File: config.mk
export PLATFORM = sky130hd
export DESIGN_NAME = ovl_detect
export DESIGN_NICKNAME = d
export VERILOG_FILES = /design/src/rtl/ovl_pkg.sv /design/src/rtl/ovl_mag.sv /design/src/rtl/ovl_cmp.sv /design/src/rtl/ovl_flags.sv /design/src/rtl/ovl_detect.sv
export SDC_FILE = /design/constraint.sdc
export NUM_CORES = 1
export LEC_CHECK = 0
export CORE_MARGIN = 2
export CORE_UTILIZATION = 45
export DETAILED_ROUTE_END_ITERATION = 8
export PLACE_DENSITY = 0.9
export SLEW_MARGIN = 20
export SYNTH_ARGS = -nofsm -noshare
export SYNTH_HDL_FRONTEND = slang
export SYNTH_SLANG_ARGS = --single-unit
File: constraint.sdc
create_clock -name clk -period 1.5 [get_ports clk]
set_clock_uncertainty 0.05 [all_clocks]
set_input_delay 0.3 -clock clk [delete_from_list [all_inputs] [get_ports clk]]
set_output_delay 0.3 -clock clk [all_outputs]
set_load 0.02 [all_outputs]
File: src/rtl/ovl_pkg.sv
package ovl_pkg;
   localparam int          NPH     = 3;
   localparam logic [23:0] FS_CODE = 24'h5A7540;
   typedef logic [NPH-1:0] ph_vec_t;
endpackage

File: src/rtl/ovl_mag.sv
module ovl_mag #(
   parameter int SMP_W   = 24,
   parameter bit SAT_MIN = 1'b1
) (
   input  logic signed [SMP_W-1:0] smp,
   output logic        [SMP_W-2:0] mag
);
   localparam logic [SMP_W-1:0] MIN_CODE = {1'b1, {(SMP_W-1){1'b0}}};

   logic [SMP_W-1:0] neg;
   assign neg = (~smp) + 1'b1;

   generate
      if (SAT_MIN) begin : g_sat
         always_comb begin
            if (smp == MIN_CODE)  mag = '1;
            else if (smp[SMP_W-1]) mag = neg[SMP_W-2:0];
            else                  mag = smp[SMP_W-2:0];
         end
         always_comb
            if (smp == MIN_CODE) assert_sat_R5: assert (&mag);
      end else begin : g_wrap
         always_comb mag = smp[SMP_W-1] ? neg[SMP_W-2:0] : smp[SMP_W-2:0];
      end
   endgenerate
endmodule

File: src/rtl/ovl_cmp.sv
module ovl_cmp
   import ovl_pkg::*;
#(
   parameter int MAG_W = 23,
   parameter int LVL_W = 24
) (
   input  logic                   vld,
   input  logic [NPH*MAG_W-1:0]   mag_flat,
   input  logic [LVL_W-1:0]       lvl,
   output ph_vec_t                hit
);
   localparam int CW = (MAG_W > LVL_W) ? MAG_W : LVL_W;
   localparam logic [LVL_W-1:0] FS_L = LVL_W'(FS_CODE);

   logic lvl_zero, lvl_full;
   assign lvl_zero = (lvl == '0);
   assign lvl_full = (lvl == FS_L);

   generate
      for (genvar i = 0; i < NPH; i++) begin : g_ph
         logic [CW-1:0] m_ext, l_ext;
         assign m_ext = CW'(mag_flat[i*MAG_W +: MAG_W]);
         assign l_ext = CW'(lvl);
         assign hit[i] = vld & (lvl_zero | (~lvl_full & (m_ext > l_ext)));
      end
   endgenerate

   always_comb begin
      if (vld && lvl_zero) assert_zero_R3: assert (&hit);
      if (lvl_full)        assert_full_R4: assert (hit == '0);
      if (!vld)            assert_vld_R6:  assert (hit == '0);
   end
endmodule

File: src/rtl/ovl_flags.sv
module ovl_flags
   import ovl_pkg::*;
(
   input  logic    clk,
   input  logic    rst_n,
   input  ph_vec_t hit,
   input  logic    evt_clr,
   input  ph_vec_t ph_clr,
   input  logic    irq_en,
   output logic    evt,
   output ph_vec_t ph,
   output logic    irq_n
);
   always_ff @(posedge clk or negedge rst_n) begin
      if (!rst_n) begin
         evt <= 1'b0;
         ph  <= '0;
      end else begin
         evt <= (evt & ~evt_clr) | (|hit);
         ph  <= (ph & ~ph_clr) | hit;
      end
   end

   assign irq_n = ~(irq_en & evt);

   assert_sticky_R7: assert property (@(posedge clk) disable iff (!rst_n)
      (evt && !evt_clr) |=> evt);
   assert_clear_R9: assert property (@(posedge clk) disable iff (!rst_n)
      (evt_clr && hit == '0) |=> !evt);
   assert_race_R12: assert property (@(posedge clk) disable iff (!rst_n)
      (evt_clr && hit != '0) |=> evt);
   assert_mask_R11: assert property (@(posedge clk) disable iff (!rst_n)
      !irq_en |-> irq_n);

   generate
      for (genvar i = 0; i < NPH; i++) begin : g_chk
         assert_keep_R8: assert property (@(posedge clk) disable iff (!rst_n)
            (ph[i] && !ph_clr[i]) |=> ph[i]);
         assert_phclr_R10: assert property (@(posedge clk) disable iff (!rst_n)
            (ph_clr[i] && !hit[i]) |=> !ph[i]);
      end
   endgenerate
endmodule

File: src/rtl/ovl_detect.sv
module ovl_detect
   import ovl_pkg::*;
#(
   parameter int SMP_W   = 24,
   parameter int LVL_W   = 24,
   parameter int STAT_W  = 32,
   parameter int PHST_W  = 8,
   parameter int EVT_BIT = 17,
   parameter int PH_LSB  = 3,
   parameter bit SAT_MIN = 1'b1
) (
   input  logic              clk,
   input  logic              rst_n,
   input  logic              smp_vld,
   input  logic [SMP_W-1:0]  smp_a,
   input  logic [SMP_W-1:0]  smp_b,
   input  logic [SMP_W-1:0]  smp_c,
   input  logic [LVL_W-1:0]  lvl,
   input  logic              irq_en,
   input  logic              stat_wr,
   input  logic [STAT_W-1:0] stat_wdata,
   input  logic              phst_wr,
   input  logic [PHST_W-1:0] phst_wdata,
   output logic [STAT_W-1:0] stat_word,
   output logic [PHST_W-1:0] phst_word,
   output logic [STAT_W-1:0] lvl_rd,
   output logic              irq_n
);
   localparam int MAG_W = SMP_W - 1;

   generate
      if (SMP_W < 2)               begin : g_e0 $error("SMP_W too small"); end
      if (LVL_W > STAT_W)          begin : g_e1 $error("LVL_W exceeds word"); end
      if (EVT_BIT >= STAT_W)       begin : g_e2 $error("EVT_BIT out of word"); end
      if (PH_LSB + NPH > PHST_W)   begin : g_e3 $error("phase field out of word"); end
   endgenerate

   logic [NPH*SMP_W-1:0] smp_flat;
   logic [NPH*MAG_W-1:0] mag_flat;
   ph_vec_t hit, ph, ph_clr;
   logic    evt, evt_clr;

   assign smp_flat = {smp_c, smp_b, smp_a};

   generate
      for (genvar i = 0; i < NPH; i++) begin : g_mag
         ovl_mag #(.SMP_W(SMP_W), .SAT_MIN(SAT_MIN)) u_mag (
            .smp (smp_flat[i*SMP_W +: SMP_W]),
            .mag (mag_flat[i*MAG_W +: MAG_W])
         );
      end
   endgenerate

   ovl_cmp #(.MAG_W(MAG_W), .LVL_W(LVL_W)) u_cmp (
      .vld      (smp_vld),
      .mag_flat (mag_flat),
      .lvl      (lvl),
      .hit      (hit)
   );

   assign evt_clr = stat_wr & stat_wdata[EVT_BIT];
   assign ph_clr  = phst_wr ? phst_wdata[PH_LSB +: NPH] : '0;

   ovl_flags u_flags (
      .clk     (clk),
      .rst_n   (rst_n),
      .hit     (hit),
      .evt_clr (evt_clr),
      .ph_clr  (ph_clr),
      .irq_en  (irq_en),
      .evt     (evt),
      .ph      (ph),
      .irq_n   (irq_n)
   );

   always_comb begin
      stat_word          = '0;
      stat_word[EVT_BIT] = evt;
      phst_word                 = '0;
      phst_word[PH_LSB +: NPH]  = ph;
   end

   assign lvl_rd = STAT_W'(lvl);
endmodule

== Word-level counts from Yosys, hierarchy flattened ==
Cells that the tools add are included.
Storage, ports and cells
  input port bits: 142
  register bits after elaboration: 4
Operators by class
  multiplexer cells: 7
  reduce and logical (&&, ||, !) cells: 2
  add/sub/neg operators: 3
  bitwise logic cells: 22
  order comparisons: 3
  eq/ne operators: 4
Operator list (number)
  $mux 23: 6
  $eq 24x24->1 const B: 3
  $gt 23x24->1: 3
  $add 23x1->23 const B: 3
  $not 23->23: 3
  $eq 24x23->1 const B: 1
  $logic_not 24->1: 1
  $and 1x1->1: 9
  $or 1x1->1: 4
  $and 3x3->3: 1
  $mux 3: 1
  $not 1->1: 3
  $not 3->3: 1
  $or 3x3->3: 1
  $reduce_or 3->1: 1

== Longest topological paths before layout ==
  depth after elaboration: 10
  mapped depth: 15
  mapped depth without buffers: 15

== By module ==
Synthesis repeated with hierarchy kept, for this count alone.
Second synthesis, totals
  cell total of the unflattened synthesis: 666
  area total of the unflattened synthesis: 4770.8 sq um
By module, submodules not included
  ovl_mag: cells each 119, area each 785.8 sq um, times used 3, sequential area each 0.0 sq um
  ovl_cmp: cells each 221, area each 1709.1 sq um, times used 1, sequential area each 0.0 sq um
  ovl_detect: cells each 74, area each 546.8 sq um, times used 1, sequential area each 0.0 sq um
  ovl_flags: cells each 14, area each 157.7 sq um, times used 1, sequential area each 100.1 sq um

== Worst setup path before layout ==
OpenSTA, ideal clock, no wires.
  kind: input port to flip-flop
  start point: input smp_a[1]
  end point: register u_flags.evt
  setup time: 0.137 ns
  data arrival time: 3.233 ns
  data required time: 1.313 ns
  cell stages on the path: 15
  buffers on the path: 1
  setup slack: -1.920 ns
  path through: inv_1 > ha_1 > or3b_2 > nor4_2 > nand4_1 > or3b_1 > buf_2 > o211ai_1 > ha_1 > nor2b_1 > o211ai_1 > a211oi_1 > a2111oi_0 > a211o_1 > nand4_1
Between the ends
  cells in the longest elaborated chain, start to end: 10
  elaborated cells on any way between the ends: 11
  classes of those cells: add/sub (1); order compare (1); eq/ne (1); mux (2); bitwise (5); reduce/logical (1)
RTL lines
  from (decl): RTL line ovl_detect.sv:15  | input logic [SMP_W-1:0] smp_a,
  $not 23->23: RTL line ovl_mag.sv:11  | assign neg = (~smp) + 1'b1;
  $add 23x1->23: RTL line ovl_mag.sv:11
  $mux 23: RTL line ovl_mag.sv:17  | else if (smp[SMP_W-1]) mag = neg[SMP_W-2:0];
  $mux 23 (*): RTL line ovl_mag.sv:16  | if (smp == MIN_CODE) mag = '1;
  $gt 23x24->1 (*): RTL line ovl_cmp.sv:24  | assign hit[i] = vld & (lvl_zero | (~lvl_full & (m_ext > l_ext)));
  $and 1x1->1 (*): RTL line ovl_cmp.sv:24
  $or 1x1->1 (*): RTL line ovl_cmp.sv:24
  $and 1x1->1 (*): RTL line ovl_cmp.sv:24
  $reduce_or 3->1 (*): RTL line ovl_flags.sv:19  | evt <= (evt & ~evt_clr) | (|hit);
  $or 1x1->1 (*): RTL line ovl_flags.sv:19
  to (signal assigned): RTL line ovl_flags.sv:19
  to (decl): RTL line ovl_flags.sv:10  | output logic evt,
Mark *: on every way between the ends. The rest lies on a longest branch, timed or not.

== Worst setup path in the final report ==
  start point: input smp_a[10]
  end point: register u_flags.evt
The elaborated chain is that of the path after synthesis.

==> impl_metrics.tcl <==
set metrics [dict create \
    finalWorstPathRequiredPeriod_ns 3.645 \
    design.die.area_mm2 0.009810 \
    synth_top_area_share_pct 22.16 \
    drc 4 \
    wl_mm 24.17 \
    finalWeightedCongestion 0.9973 \
    synth_ff_type "dfrtp_1" \
    clk_root_buffer_cell "clkbuf_8" \
    postSynthRegisterBits 4 \
    cell_internal_pwr_w 0.001447 \
    timing.slew.headroom_pct 24.31 \
    floorplan.die.height_um 99.05 \
    synth-warning-count 0 \
    grt_pass1_vias 6352 \
    max_clock_freq_ghz 0.2743 \
    setup_viol 9 \
    multi_input_area_mm2 0.004325 \
    irDropWorstVdd_mv 0.2270 \
    sequentialPowerShare_pct 5.0 \
    vias 6439 \
    failed_checks "design-rule violations, negative setup slack" \
    synth_edf_count 0 \
    slowest_delay_ns 0.57 \
    clock_sinks 4 \
    clkPwrFrac_pct 8.2 \
    detailedRoute.firstPassIterationCount 8 \
    synth.avg_cell_area_um2 6.997 \
    p_leak_nw 3.566 \
    synth.largest_area_cell "ha_1" \
    worst-endpoint-required_ns 1.55 \
    worst-endpoint-arrival_ns 3.69 \
    total_power_w 0.003009 \
    finalMaxSlewViolations 0 \
    timing_worst_slew_pin_value_ns 1.125 \
    r2r_start "u_flags.ph[2]" \
    critPathSlowestCell "or4_4" \
    yosysSeqAreaShare_pct 2.462 \
    area.growth.synth_to_final_pct 81.53 \
    drt_iter0_drc 861 \
    grt_first_pass_wirelength_mm 31.09 \
    route.detailed.wl_per_inst_um 24.74 \
    numPortBuffers 134 \
    timing.setup.critical_path_class "primary input to flip-flop" \
    post-route-period-util_pct 243.0 \
    routed_via_density 6.591 \
    worstPathCellList "clkdlybuf4s15_1 > or4_4 > nor2_4 > buf_6 > nand3_2 > o41ai_2 > xor2_1 > nand2_1 > ha_4 > nand4b_1 > buf_4 > nor4_4 > nand2_1 > o21bai_1 > a211o_1 > nand4_1" \
    cts.hold.buffers_added 0 \
    comb_power_share_pct 86.8 \
    synth_cells 581 \
    worstPathMaxFanout 4 \
    fillCellCount 404 \
    sw_frac_of_total_pct 51.90 \
    finalHoldViolCount 0 \
    grtUsageTotal_pct 39.22 \
    layout.core_utilization_pct 84.62 \
    cts-buffers-inserted 3 \
    finalWorstSetupSlack_ns -2.145 \
    r2r_cells 2 \
    crit_top_cell "nand2_1" \
    place_ws_ns -2.667 \
    hold_class "primary input to asynchronous set/reset pin" \
    power.switching_w 0.001561 \
    num_io_pins 215 \
    async_flop_share_pct 100.0 \
    synthDistinctLibCells 55 \
    dp.final_hpwl_mm 13.13 \
    cts.htree.levels 1 \
    summed_negative_setup_slack_over_all_endpoints_ns -8.152 \
    critical_path.startpoint "smp_a[10]" \
    status "finished, violations left" \
    maximum_number_of_pins_on_one_net_before_global_route_repair 25 \
    clk_pin_slew_worst_paths_ns 0.04 \
    final_antenna_net_count 0 \
    finish.net_count 1084 \
    clock_insertion_delay_worst_skew_ns 0.23 \
    setup_repair_after_global_routing_missed_its_margin "true" \
    power_per_cell_area_mw_per_mm2 407.7 \
    seq_area_um2 100.1 \
    standard_cell_rows 34 \
    core_mm2 0.008721 \
    die_x_um 99.05 \
    netlist_top_cells_area "ha_1 22%, buf_4 13%, xor2_1 10%" \
    grt_remaining_overflow 0 \
    post_synth_instance_area_mm2 0.004065 \
    layout-drive-gt1-share_pct 42.17 \
    category_of_the_worst_setup_path_launch_point "primary input" \
    grt_antenna_before_repair 0 \
    clock_tree_from_tritoncts "built" \
    drv_cap 0 \
    timing.critical_path.to_type "flip-flop" \
    start_util_pct 46.61 \
    buffer_levels_on_the_longest_clock_path 2 \
]
layout by cell type (no fill, tap or decap), types with 5 or more instances in the layout:
cell type,netlist,layout
nor2_1,23,20
o31ai_4,0,6
buf_2,4,27
nor4_4,0,7
o21ai_1,1,9
clkdlybuf4s50_1,0,57
ha_4,0,20
buf_6,1,20
clkdlybuf4s15_1,0,8
nor2b_1,6,5
o31ai_2,0,6
buf_4,69,172
clkbuf_2,0,9
conb_1,1,44
inv_1,31,27
o21ai_0,27,16
nand4_1,16,16
xor2_1,48,48
o211ai_1,6,6
nand3_2,0,8
nand2_2,0,5
ha_1,72,51
dlygate4sd2_1,0,19
a21o_1,8,8
nor4_1,14,6
a21oi_2,0,6
nor3_2,2,5
o31ai_1,20,8
a21oi_1,26,20
or4_4,2,9
nand2_1,104,95
state kept, by name (all words and copies together), names as in the netlist:
| signal | count |
|---|---|
| u_flags.evt | 1 |
| u_flags.ph | 3 |
through the flow:
| step | area (um^2) | hold slack (ns) | std cells |
|---|---|---|---|
| 2_1_floorplan | 4319 | -0.04559 | 624 |
| 3_3_place_gp | 6344 | 0.4211 | 936 |
| 3_5_place_dp | 6344 | 0.4267 | 936 |
| 4_1_cts | 6884 | 0.2428 | 961 |
| 5_1_grt | 7377 | 0.2523 | 976 |
| 6_report | 7380 | 0.2566 | 977 |
power by group through the flow:
stage	Sequential (W)	Clock [W]	Combinational [W]
global placement	0.000146	0	0.00186
global route	0.000150	0.000250	0.00271
detailed placement	0.000149	0	0.00198
floorplan	0.000164	0	0.00106
CTS	0.000147	0.000241	0.00206
finish	0.000150	0.000246	0.00261
path summary, 6_finish.rpt:
path | endpoint | slack, ns
worst max-delay path | u_flags.evt | -2.15
worst min-delay path | u_flags.ph[0] | 0.26
worst max register to register | u_flags.ph[2] | 0.65
worst min register to register | u_flags.ph[1] | 0.50
max in group asynchronous | u_flags.ph[1] | 0.93
min in group clk | u_flags.ph[1] | 0.50
area by class of cell:
type                       instances  area share (%)
antenna                            1         0.03391
clock buffer                       3          0.5595
inverter                          31           1.712
multi-input combinational        508           58.61
sequential                         4           1.356
tap                              108           1.831
timing repair buffer             322           35.89
synth_stat cells, types with 2 or more instances:
master	count
nand3_1	14
nor2_1	23
or4_1	7
nor2b_1	6
o22ai_1	2
ha_1	72
a211oi_1	5
o21a_1	2
xor2_1	48
nor3_1	7
mux2_2	4
o21ai_0	27
clkbuf_1	7
o41ai_1	8
a221o_1	2
or3_1	5
mux2i_1	4
inv_1	31
or4_4	2
nor3b_1	2
and2_1	2
a21boi_0	2
nand3b_1	2
a21o_1	8
xnor2_1	2
o211ai_1	6
o31ai_1	20
nor3_2	2
dfrtp_1	4
nand4_1	16
nand2_1	104
nand4b_1	3
a21oi_1	26
buf_2	4
buf_4	69
nor4_1	14
cells by family (layout without fill, tap and decap cells):
kind of cell	count (synthesis)	after routing	share of synthesized area, %
DFF	4	4	2.462
other	1	45	0.09225
buffers and inverters	112	356	17.02
muxes	8	8	2.093
adders and majority gates	72	72	22.16
AOI/OAI and AO/OA	116	116	18.56
xor gates and xnor gates	50	50	10.77
and+or+nand+nor	218	218	26.84
worst max-delay path, delay by kind of cell:
family                   cells  cell delay [ns]
AND/OR/NAND/NOR              8             1.61
buffers and inverters        3             0.57
XOR/XNOR                     1             0.20
adder cells (fa/ha/maj)      1             0.29
AO/OA/AOI/OAI                3             0.69
timing repair:
action | in CTS | in global routing
endpoints found under the setup margin | 33 | 12
setup buffers | 20 | 15
gates cloned | 2 | 0
endpoints found under the hold margin | 0 | 0
pin swaps | 73 | 65
resized for setup | 296 | 95
routing by layer:
layer  vias to the layer above  GRT usage, %  share of wire [%]
met5                         -             0                  0
met4                         0         30.35                 11
met3                       271         9.220                 12
met2                       735         67.46                 44
met1                      2862         40.94                 33
li1                       2571             -                  -
No activity file was read; power rests on OpenSTA's default activity.
